<file path="config.mk">
export PLATFORM = sky130hd
export DESIGN_NAME = ldpc_iter_ctrl
export DESIGN_NICKNAME = d
export VERILOG_FILES = /design/src/rtl/ldpc_ctl_pkg.sv /design/src/rtl/ldpc_iter_cnt.sv /design/src/rtl/ldpc_out_seq.sv /design/src/rtl/ldpc_iter_ctrl.sv
export SDC_FILE = /design/constraint.sdc
export NUM_CORES = 1
export LEC_CHECK = 0
export BUFFER_PORTS_ARGS = -buffer_cell sky130_fd_sc_hd__buf_2
export CORE_ASPECT_RATIO = 1.2
export CORE_MARGIN = 2
export CORE_UTILIZATION = 42
export DETAILED_ROUTE_END_ITERATION = 8
export HOLD_SLACK_MARGIN = 0.02
export PLACE_DENSITY = 0.72
export SLEW_MARGIN = 20
export SYNTH_ARGS = -nofsm -noshare
export SYNTH_HDL_FRONTEND = slang
export SYNTH_SLANG_ARGS = --single-unit
</file>
<file path="constraint.sdc">
create_clock -name clk -period 3.2 [get_ports clk]
set_clock_uncertainty 0.05 [all_clocks]
set_input_delay 0.16 -clock clk [delete_from_list [all_inputs] [get_ports clk]]
set_output_delay 0.16 -clock clk [all_outputs]
set_load 0.02 [all_outputs]
</file>
<file path="src/rtl/ldpc_ctl_pkg.sv">
package ldpc_ctl_pkg;

  localparam int unsigned REQ_W     = 8;
  localparam int unsigned ITER_W    = 6;
  localparam int unsigned ITER_TOP  = 63;
  localparam int unsigned ITER_DFLT = 8;

  typedef enum logic [2:0] {
    ST_IDLE,
    ST_LOAD,
    ST_DEC,
    ST_HOLD,
    ST_OUT
  } ctl_state_t;

  // Out-of-range iteration requests fall back to the default count.
  function automatic logic [ITER_W-1:0] clamp_iters(input logic [REQ_W-1:0] req);
    if (req == '0 || req > REQ_W'(ITER_TOP))
      return ITER_W'(ITER_DFLT);
    return req[ITER_W-1:0];
  endfunction

endpackage

</file>
<file path="src/rtl/ldpc_iter_cnt.sv">
module ldpc_iter_cnt
  import ldpc_ctl_pkg::*;
#(
  parameter int unsigned LAYER_W = 8
) (
  input  logic               clk,
  input  logic               rst_n,
  input  logic               clr,
  input  logic               en,
  input  logic               lyr_done,
  input  logic               lyr_ok,
  input  logic [LAYER_W-1:0] n_layers,
  input  logic [ITER_W-1:0]  n_iters,
  input  logic               early,
  output logic [LAYER_W-1:0] layer,
  output logic [ITER_W-1:0]  iter,
  output logic               fin,
  output logic [ITER_W-1:0]  fin_used,
  output logic               fin_ok
);

  logic acc;
  logic step, last_lyr, last_it, it_ok, iter_end;

  always_comb begin
    step     = en & lyr_done;
    last_lyr = (layer == n_layers - LAYER_W'(1));
    last_it  = (iter == n_iters - ITER_W'(1));
    it_ok    = acc & lyr_ok;
    iter_end = step & last_lyr;
    fin      = iter_end & ((early & it_ok) | last_it);
    fin_used = iter + ITER_W'(1);
    fin_ok   = it_ok;
  end

  always_ff @(posedge clk or negedge rst_n) begin
    if (!rst_n) begin
      layer <= '0;
      iter  <= '0;
      acc   <= 1'b1;
    end else if (clr) begin
      layer <= '0;
      iter  <= '0;
      acc   <= 1'b1;
    end else if (step) begin
      if (last_lyr) begin
        if (!fin) begin
          layer <= '0;
          iter  <= iter + ITER_W'(1);
          acc   <= 1'b1;
        end
      end else begin
        layer <= layer + LAYER_W'(1);
        acc   <= it_ok;
      end
    end
  end

  a_r5_layer_bound: assert property (@(posedge clk) disable iff (!rst_n)
    (en && n_layers != '0) |-> (layer < n_layers));
  a_r2_iter_bound: assert property (@(posedge clk) disable iff (!rst_n)
    (en && n_iters != '0) |-> (iter < n_iters));
  a_r2_fixed_count: assert property (@(posedge clk) disable iff (!rst_n)
    (fin && !early) |-> (fin_used == n_iters));
  a_r3_early_sat: assert property (@(posedge clk) disable iff (!rst_n)
    (fin && early && fin_used != n_iters) |-> fin_ok);
  a_r4_wrap_clean: assert property (@(posedge clk) disable iff (!rst_n)
    (iter_end && !fin && !clr) |=> (layer == '0 && iter == $past(iter) + ITER_W'(1)));

endmodule

</file>
<file path="src/rtl/ldpc_out_seq.sv">
module ldpc_out_seq #(
  parameter int unsigned LEN_W      = 12,
  parameter int unsigned READY_LEAD = 2
) (
  input  logic             clk,
  input  logic             rst_n,
  input  logic             launch,
  input  logic             flush,
  input  logic [LEN_W-1:0] len_in,
  output logic             busy,
  output logic             first,
  output logic             last,
  output logic             tail
);

  logic [LEN_W-1:0] cnt, len_q, rem;

  always_comb begin
    rem   = len_q - cnt;
    first = busy & (cnt == '0);
    last  = busy & (cnt == len_q - LEN_W'(1));
    tail  = busy & (rem <= LEN_W'(READY_LEAD));
  end

  always_ff @(posedge clk or negedge rst_n) begin
    if (!rst_n) begin
      busy  <= 1'b0;
      cnt   <= '0;
      len_q <= '0;
    end else if (flush) begin
      busy <= 1'b0;
    end else if (launch) begin
      busy  <= 1'b1;
      cnt   <= '0;
      len_q <= len_in;
    end else if (busy) begin
      if (last) busy <= 1'b0;
      else      cnt  <= cnt + LEN_W'(1);
    end
  end

  a_r7_launch_idle: assert property (@(posedge clk) disable iff (!rst_n)
    launch |-> !busy);
  a_r7_beat_bound: assert property (@(posedge clk) disable iff (!rst_n)
    busy |-> (cnt < len_q));
  a_r7_contiguous: assert property (@(posedge clk) disable iff (!rst_n)
    (busy && !last && !flush) |=> busy);

endmodule

</file>
<file path="src/rtl/ldpc_iter_ctrl.sv">
module ldpc_iter_ctrl
  import ldpc_ctl_pkg::*;
#(
  parameter int unsigned LAYER_W    = 8,
  parameter int unsigned LEN_W      = 12,
  parameter int unsigned READY_LEAD = 2
) (
  input  logic               clk,
  input  logic               rst_n,
  input  logic               in_valid,
  input  logic               in_start,
  input  logic               in_end,
  input  logic [LAYER_W-1:0] cfg_layers,
  input  logic [7:0]         cfg_iters,
  input  logic               cfg_early,
  input  logic [LEN_W-1:0]   cfg_len,
  input  logic               lyr_done,
  input  logic               lyr_ok,
  output logic               ready,
  output logic               dec_busy,
  output logic [LAYER_W-1:0] lyr_idx,
  output logic [5:0]         iter_idx,
  output logic               out_valid,
  output logic               out_start,
  output logic               out_end,
  output logic [5:0]         out_iters,
  output logic               out_ok
);

  ctl_state_t state, state_nx;

  logic [LAYER_W-1:0] layers_q;
  logic [ITER_W-1:0]  iters_q;
  logic               early_q;
  logic [LEN_W-1:0]   len_q;
  logic [ITER_W-1:0]  p_used;
  logic               p_ok;

  // named internal events
  logic start_ev, end_ev, abort_ev, launch_ev, flush_ev;
  logic fin, fin_ok;
  logic [ITER_W-1:0] fin_used;
  logic eng_busy, eng_first, eng_last, eng_tail;

  always_comb begin
    start_ev  = in_valid & in_start;
    end_ev    = in_valid & in_end;
    ready     = (state == ST_IDLE) | ((state == ST_OUT) & eng_tail);
    abort_ev  = start_ev & ~ready;
    launch_ev = (state == ST_HOLD) & ~eng_busy & ~start_ev;
    flush_ev  = abort_ev & (state == ST_OUT);
  end

  always_comb begin
    state_nx = state;
    if (start_ev) begin
      state_nx = end_ev ? ST_DEC : ST_LOAD;
    end else begin
      unique case (state)
        ST_LOAD: if (end_ev)    state_nx = ST_DEC;
        ST_DEC:  if (fin)       state_nx = ST_HOLD;
        ST_HOLD: if (!eng_busy) state_nx = ST_OUT;
        ST_OUT:  if (eng_last)  state_nx = ST_IDLE;
        default: state_nx = state;
      endcase
    end
  end

  always_ff @(posedge clk or negedge rst_n) begin
    if (!rst_n) begin
      state    <= ST_IDLE;
      layers_q <= LAYER_W'(1);
      iters_q  <= ITER_W'(ITER_DFLT);
      early_q  <= 1'b0;
      len_q    <= LEN_W'(1);
      p_used   <= '0;
      p_ok     <= 1'b0;
      out_iters <= '0;
      out_ok   <= 1'b0;
    end else begin
      state <= state_nx;
      if (start_ev) begin
        layers_q <= cfg_layers;
        iters_q  <= clamp_iters(cfg_iters);
        early_q  <= cfg_early;
        len_q    <= cfg_len;
      end
      if (fin && !start_ev) begin
        p_used <= fin_used;
        p_ok   <= fin_ok;
      end
      if (launch_ev) begin
        out_iters <= p_used;
        out_ok    <= p_ok;
      end
    end
  end

  ldpc_iter_cnt #(.LAYER_W(LAYER_W)) u_cnt (
    .clk      (clk),
    .rst_n    (rst_n),
    .clr      (start_ev),
    .en       (state == ST_DEC),
    .lyr_done (lyr_done),
    .lyr_ok   (lyr_ok),
    .n_layers (layers_q),
    .n_iters  (iters_q),
    .early    (early_q),
    .layer    (lyr_idx),
    .iter     (iter_idx),
    .fin      (fin),
    .fin_used (fin_used),
    .fin_ok   (fin_ok)
  );

  ldpc_out_seq #(.LEN_W(LEN_W), .READY_LEAD(READY_LEAD)) u_out (
    .clk    (clk),
    .rst_n  (rst_n),
    .launch (launch_ev),
    .flush  (flush_ev),
    .len_in (len_q),
    .busy   (eng_busy),
    .first  (eng_first),
    .last   (eng_last),
    .tail   (eng_tail)
  );

  always_comb begin
    dec_busy  = (state == ST_DEC);
    out_valid = eng_busy;
    out_start = eng_first;
    out_end   = eng_last;
  end

  a_r6_idle_ready: assert property (@(posedge clk) disable iff (!rst_n)
    (state == ST_IDLE) |-> ready);
  a_r6_busy_blocks: assert property (@(posedge clk) disable iff (!rst_n)
    dec_busy |-> !ready);
  a_r8_abort_flush: assert property (@(posedge clk) disable iff (!rst_n)
    (abort_ev && state == ST_OUT) |=> !out_valid);
  a_r8_abort_restart: assert property (@(posedge clk) disable iff (!rst_n)
    abort_ev |=> (state == ST_LOAD || state == ST_DEC));
  a_r7_result_hold: assert property (@(posedge clk) disable iff (!rst_n)
    (out_valid && !out_start) |-> ($stable(out_iters) && $stable(out_ok)));
  a_r10_idle_counters: assert property (@(posedge clk) disable iff (!rst_n)
    (!dec_busy && !start_ev) |=> ($stable(lyr_idx) && $stable(iter_idx)));
  a_r1_legal_count: assert property (@(posedge clk) disable iff (!rst_n)
    dec_busy |-> (iters_q >= ITER_W'(1)));

endmodule

</file>
==> reports/qor.txt <==
Status: finished with violations
Failing checks: setup timing
Commonest non-fill, non-tap cell in the layout: nand2_1
Count of state elements after synthesis: 84
Die X-Extent: 104 um
Register area share after synthesis: 41.8%
Num ports: 62
Reg2Reg Capture Point: u_out.cnt[8]
Max rail drop VDD: 0.000427 V
CTS H-tree depth: 3
Post-synthesis cell count: 586
CP startpoint kind: register
Dpl hpwl: 9810 um
Total grt overflow: 0
Syn Nets: 641
Gr usage total: 22.4%
Share of the synthesized area in the top cell type: 39.7%
R2R depth: 13
CTS Root Cell: clkbuf_16
CTS Buf Count: 9
Most frequent cells in the layout: nand2_1, dfrtp_1, buf_4, buf_2, o21ai_0
WL per Instance: 15.9 um
Detailed Routing Iterations Pass 1: 5
Cell Area, Placed: 5940 um^2
Tcrit/Tclk final: 104%
Worst-Margin Slew: 775 ps
Setup TNS Final: -594 ps
Worst Path Arrival: 3130 ps
Synth area leader: dfrtp_1
Chip height: 124 um
Vias in the first global route: 5066
# rows: 43
Max Root-Sink Buffers: 2
Worst hold path type: in2reg
Hold depth: 3
PwrDens: 755 nW/um^2
Initial antenna violation count: 0
Finished Cell Area: 6860 um^2
Final Net Count: 793
Max FO, Critical Path: 2
DRT iter0 DRCs: 358
R2r setup slk: -140 ps
CTS tree: done
Reg clk slew, reported paths: 60 ps
Largest net degree at the start of global routing: 85
Placer Congestion: 0.954
Starting Density: 43.4%
Final Slew Violations: 0
Post-Syn Area: 5040 um^2
Critical path type: reg2out
Hold Path Sink: p_ok
Share of layout cells above drive strength 1: 27.1%
Setup WS post-layout: -143 ps
# Max-Cap Violations: 0
Sink Count: 84
Diode count: 0
Async S/R FF share, synth: 100%
Synth Flop Type: dfrtp_1
Mean post-synth cell area: 8.60 um^2
Final setup violation count: 8
Placeable Area: 11600 um^2
Area Growth Syn to Fin: 36.1%
Leak: 3.28 nW
Die footprint: 12900 um^2
Drc violations: 0
RSZ-0062 raised after global routing: true
Fmax: 0.299 GHz
Worst EP required: 2990 ps
CP Capture Type: output pin
WL final: 14300 um
Final min period: 3340 ps
R2r startpoint: u_out.len_q[0]
Port Buffers: 61
Final hold violation count: 0
Clk_lat worst skew: 340 ps
DR vias: 4982
Synth top area cells: dfrtp_1, nand2_1, o21ai_0
Ys Warns: 0
First-pass GRT wire length: 23400 um
Remaining antenna violation count: 0
Relative slew slack: 48.2%
DR vias/cell: 5.54
Post-synthesis cell type count: 60
Final Util: 59.1%
HP Start: lyr_ok
EDFF count, synth: 0
where the power goes:
group | leakage (nW) | internal (mW) | switching, mW | total, mW
logic | 2.06 | 1.31 | 1.41 | 2.71
clock network | 0.142 | 0.608 | 0.441 | 1.05
registers | 1.08 | 1.24 | 0.176 | 1.42
total | 3.28 | 3.16 | 2.02 | 5.18
cells in the mapped netlist (all sizes together) (4+ instances only):
| cell type | n |
|---|---|
| mux2 | 6 |
| nand2 | 130 |
| o21ai | 49 |
| a21oi | 26 |
| nand2b | 8 |
| xnor2 | 21 |
| nor4 | 4 |
| o211ai | 4 |
| nand3b | 4 |
| dfrtp | 80 |
| or4 | 4 |
| o31ai | 4 |
| nor2b | 7 |
| a31oi | 5 |
| inv | 28 |
| a21o | 5 |
| nand3 | 14 |
| xor2 | 19 |
| nor2 | 29 |
| o21a | 5 |
| nand4 | 10 |
| and3 | 7 |
| clkbuf | 17 |
| dfstp | 4 |
| nor3 | 14 |
| ha | 18 |
| or3 | 14 |
| mux2i | 7 |
per-stage QoR:
step / total power, mW / cells / hold slack [ps] / setup WS (ps)
after floorplan: 2.84 / 586 / -186 / -9.46
after global routing: 5.50 / 900 / 68.4 / -274
after CTS: 4.98 / 895 / 65.7 / -137
after global placement: 3.62 / 843 / 300 / -137
after detailed placement: 3.70 / 843 / 306 / -190
final: 5.18 / 900 / 64.2 / -143
cells by family (layout without fill, tap and decap cells):
| kind of cell | count (synthesis) | after routing | share of synthesized area (%) |
|---|---|---|---|
| and+or+nand+nor | 257 | 257 | 24.1 |
| adders and majority gates | 19 | 19 | 4.86 |
| muxes | 13 | 13 | 2.73 |
| DFF | 84 | 84 | 41.8 |
| AOI/OAI and AO/OA | 126 | 126 | 16.1 |
| buffers and inverters | 47 | 204 | 3.52 |
| xor gates and xnor gates | 40 | 40 | 6.95 |
per-layer routing:
| metal | routed length, um | GRT usage (%) | vias up |
|---|---|---|---|
| met5 | 0 | 0 | - |
| met4 | 499 | 10.2 | 0 |
| met3 | 601 | 3.82 | 37 |
| met2 | 7470 | 42.1 | 166 |
| met1 | 5710 | 25.1 | 2420 |
| li1 | - | - | 2359 |
flip-flops by register name, indices dropped and copies added (netlist names):
register	count
u_out.busy	1
early_q	1
out_ok	1
u_cnt.iter	6
len_q	12
iters_q	6
layers_q	8
p_ok	1
u_cnt.acc	1
u_cnt.layer	8
state	3
p_used	6
out_iters	6
u_out.cnt	12
u_out.len_q	12
how the worst max path moves through the flow:
stage / startpoint / end / cells after the start
after global routing: u_out.cnt[0] / u_out.cnt[8] / 14
final: u_out.len_q[0] / ready / 12
after CTS: u_out.len_q[0] / ready / 13
after floorplan: u_out.cnt[0] / u_out.cnt[8] / 11
after detailed placement: u_out.len_q[0] / ready / 12
after global placement: u_out.len_q[0] / ready / 12
what timing repair did:
action	4_1_cts	5_1_grt
pin swaps	21	13
gates cloned	1	0
gates resized for setup	26	31
hold buffers	30	0
setup endpoints to repair	14	19
hold endpoints to repair	108	0
setup buffers	6	5
area by class of cell:
class | count | area (um^2)
fill | 984 | 4760
multi-input combinational | 455 | 2990
sequential | 84 | 2110
timing repair buffer | 160 | 1160
clock buffer | 9 | 225
tap | 157 | 196
inverter | 28 | 105
clock inverter | 7 | 76.3
worst max-delay path, cell delays in order (launching register included):
cell and delay (ps):
dfrtp_1 390, inv_2 80, ha_4 130, fa_2 210, nor2b_2 60, o31ai_2 250, nand2_1 110, xor2_1 170
or4_4 550, o41ai_4 270, buf_4 180, nor3b_4 230, buf_6 160
(Power assumes the default switching activity.)
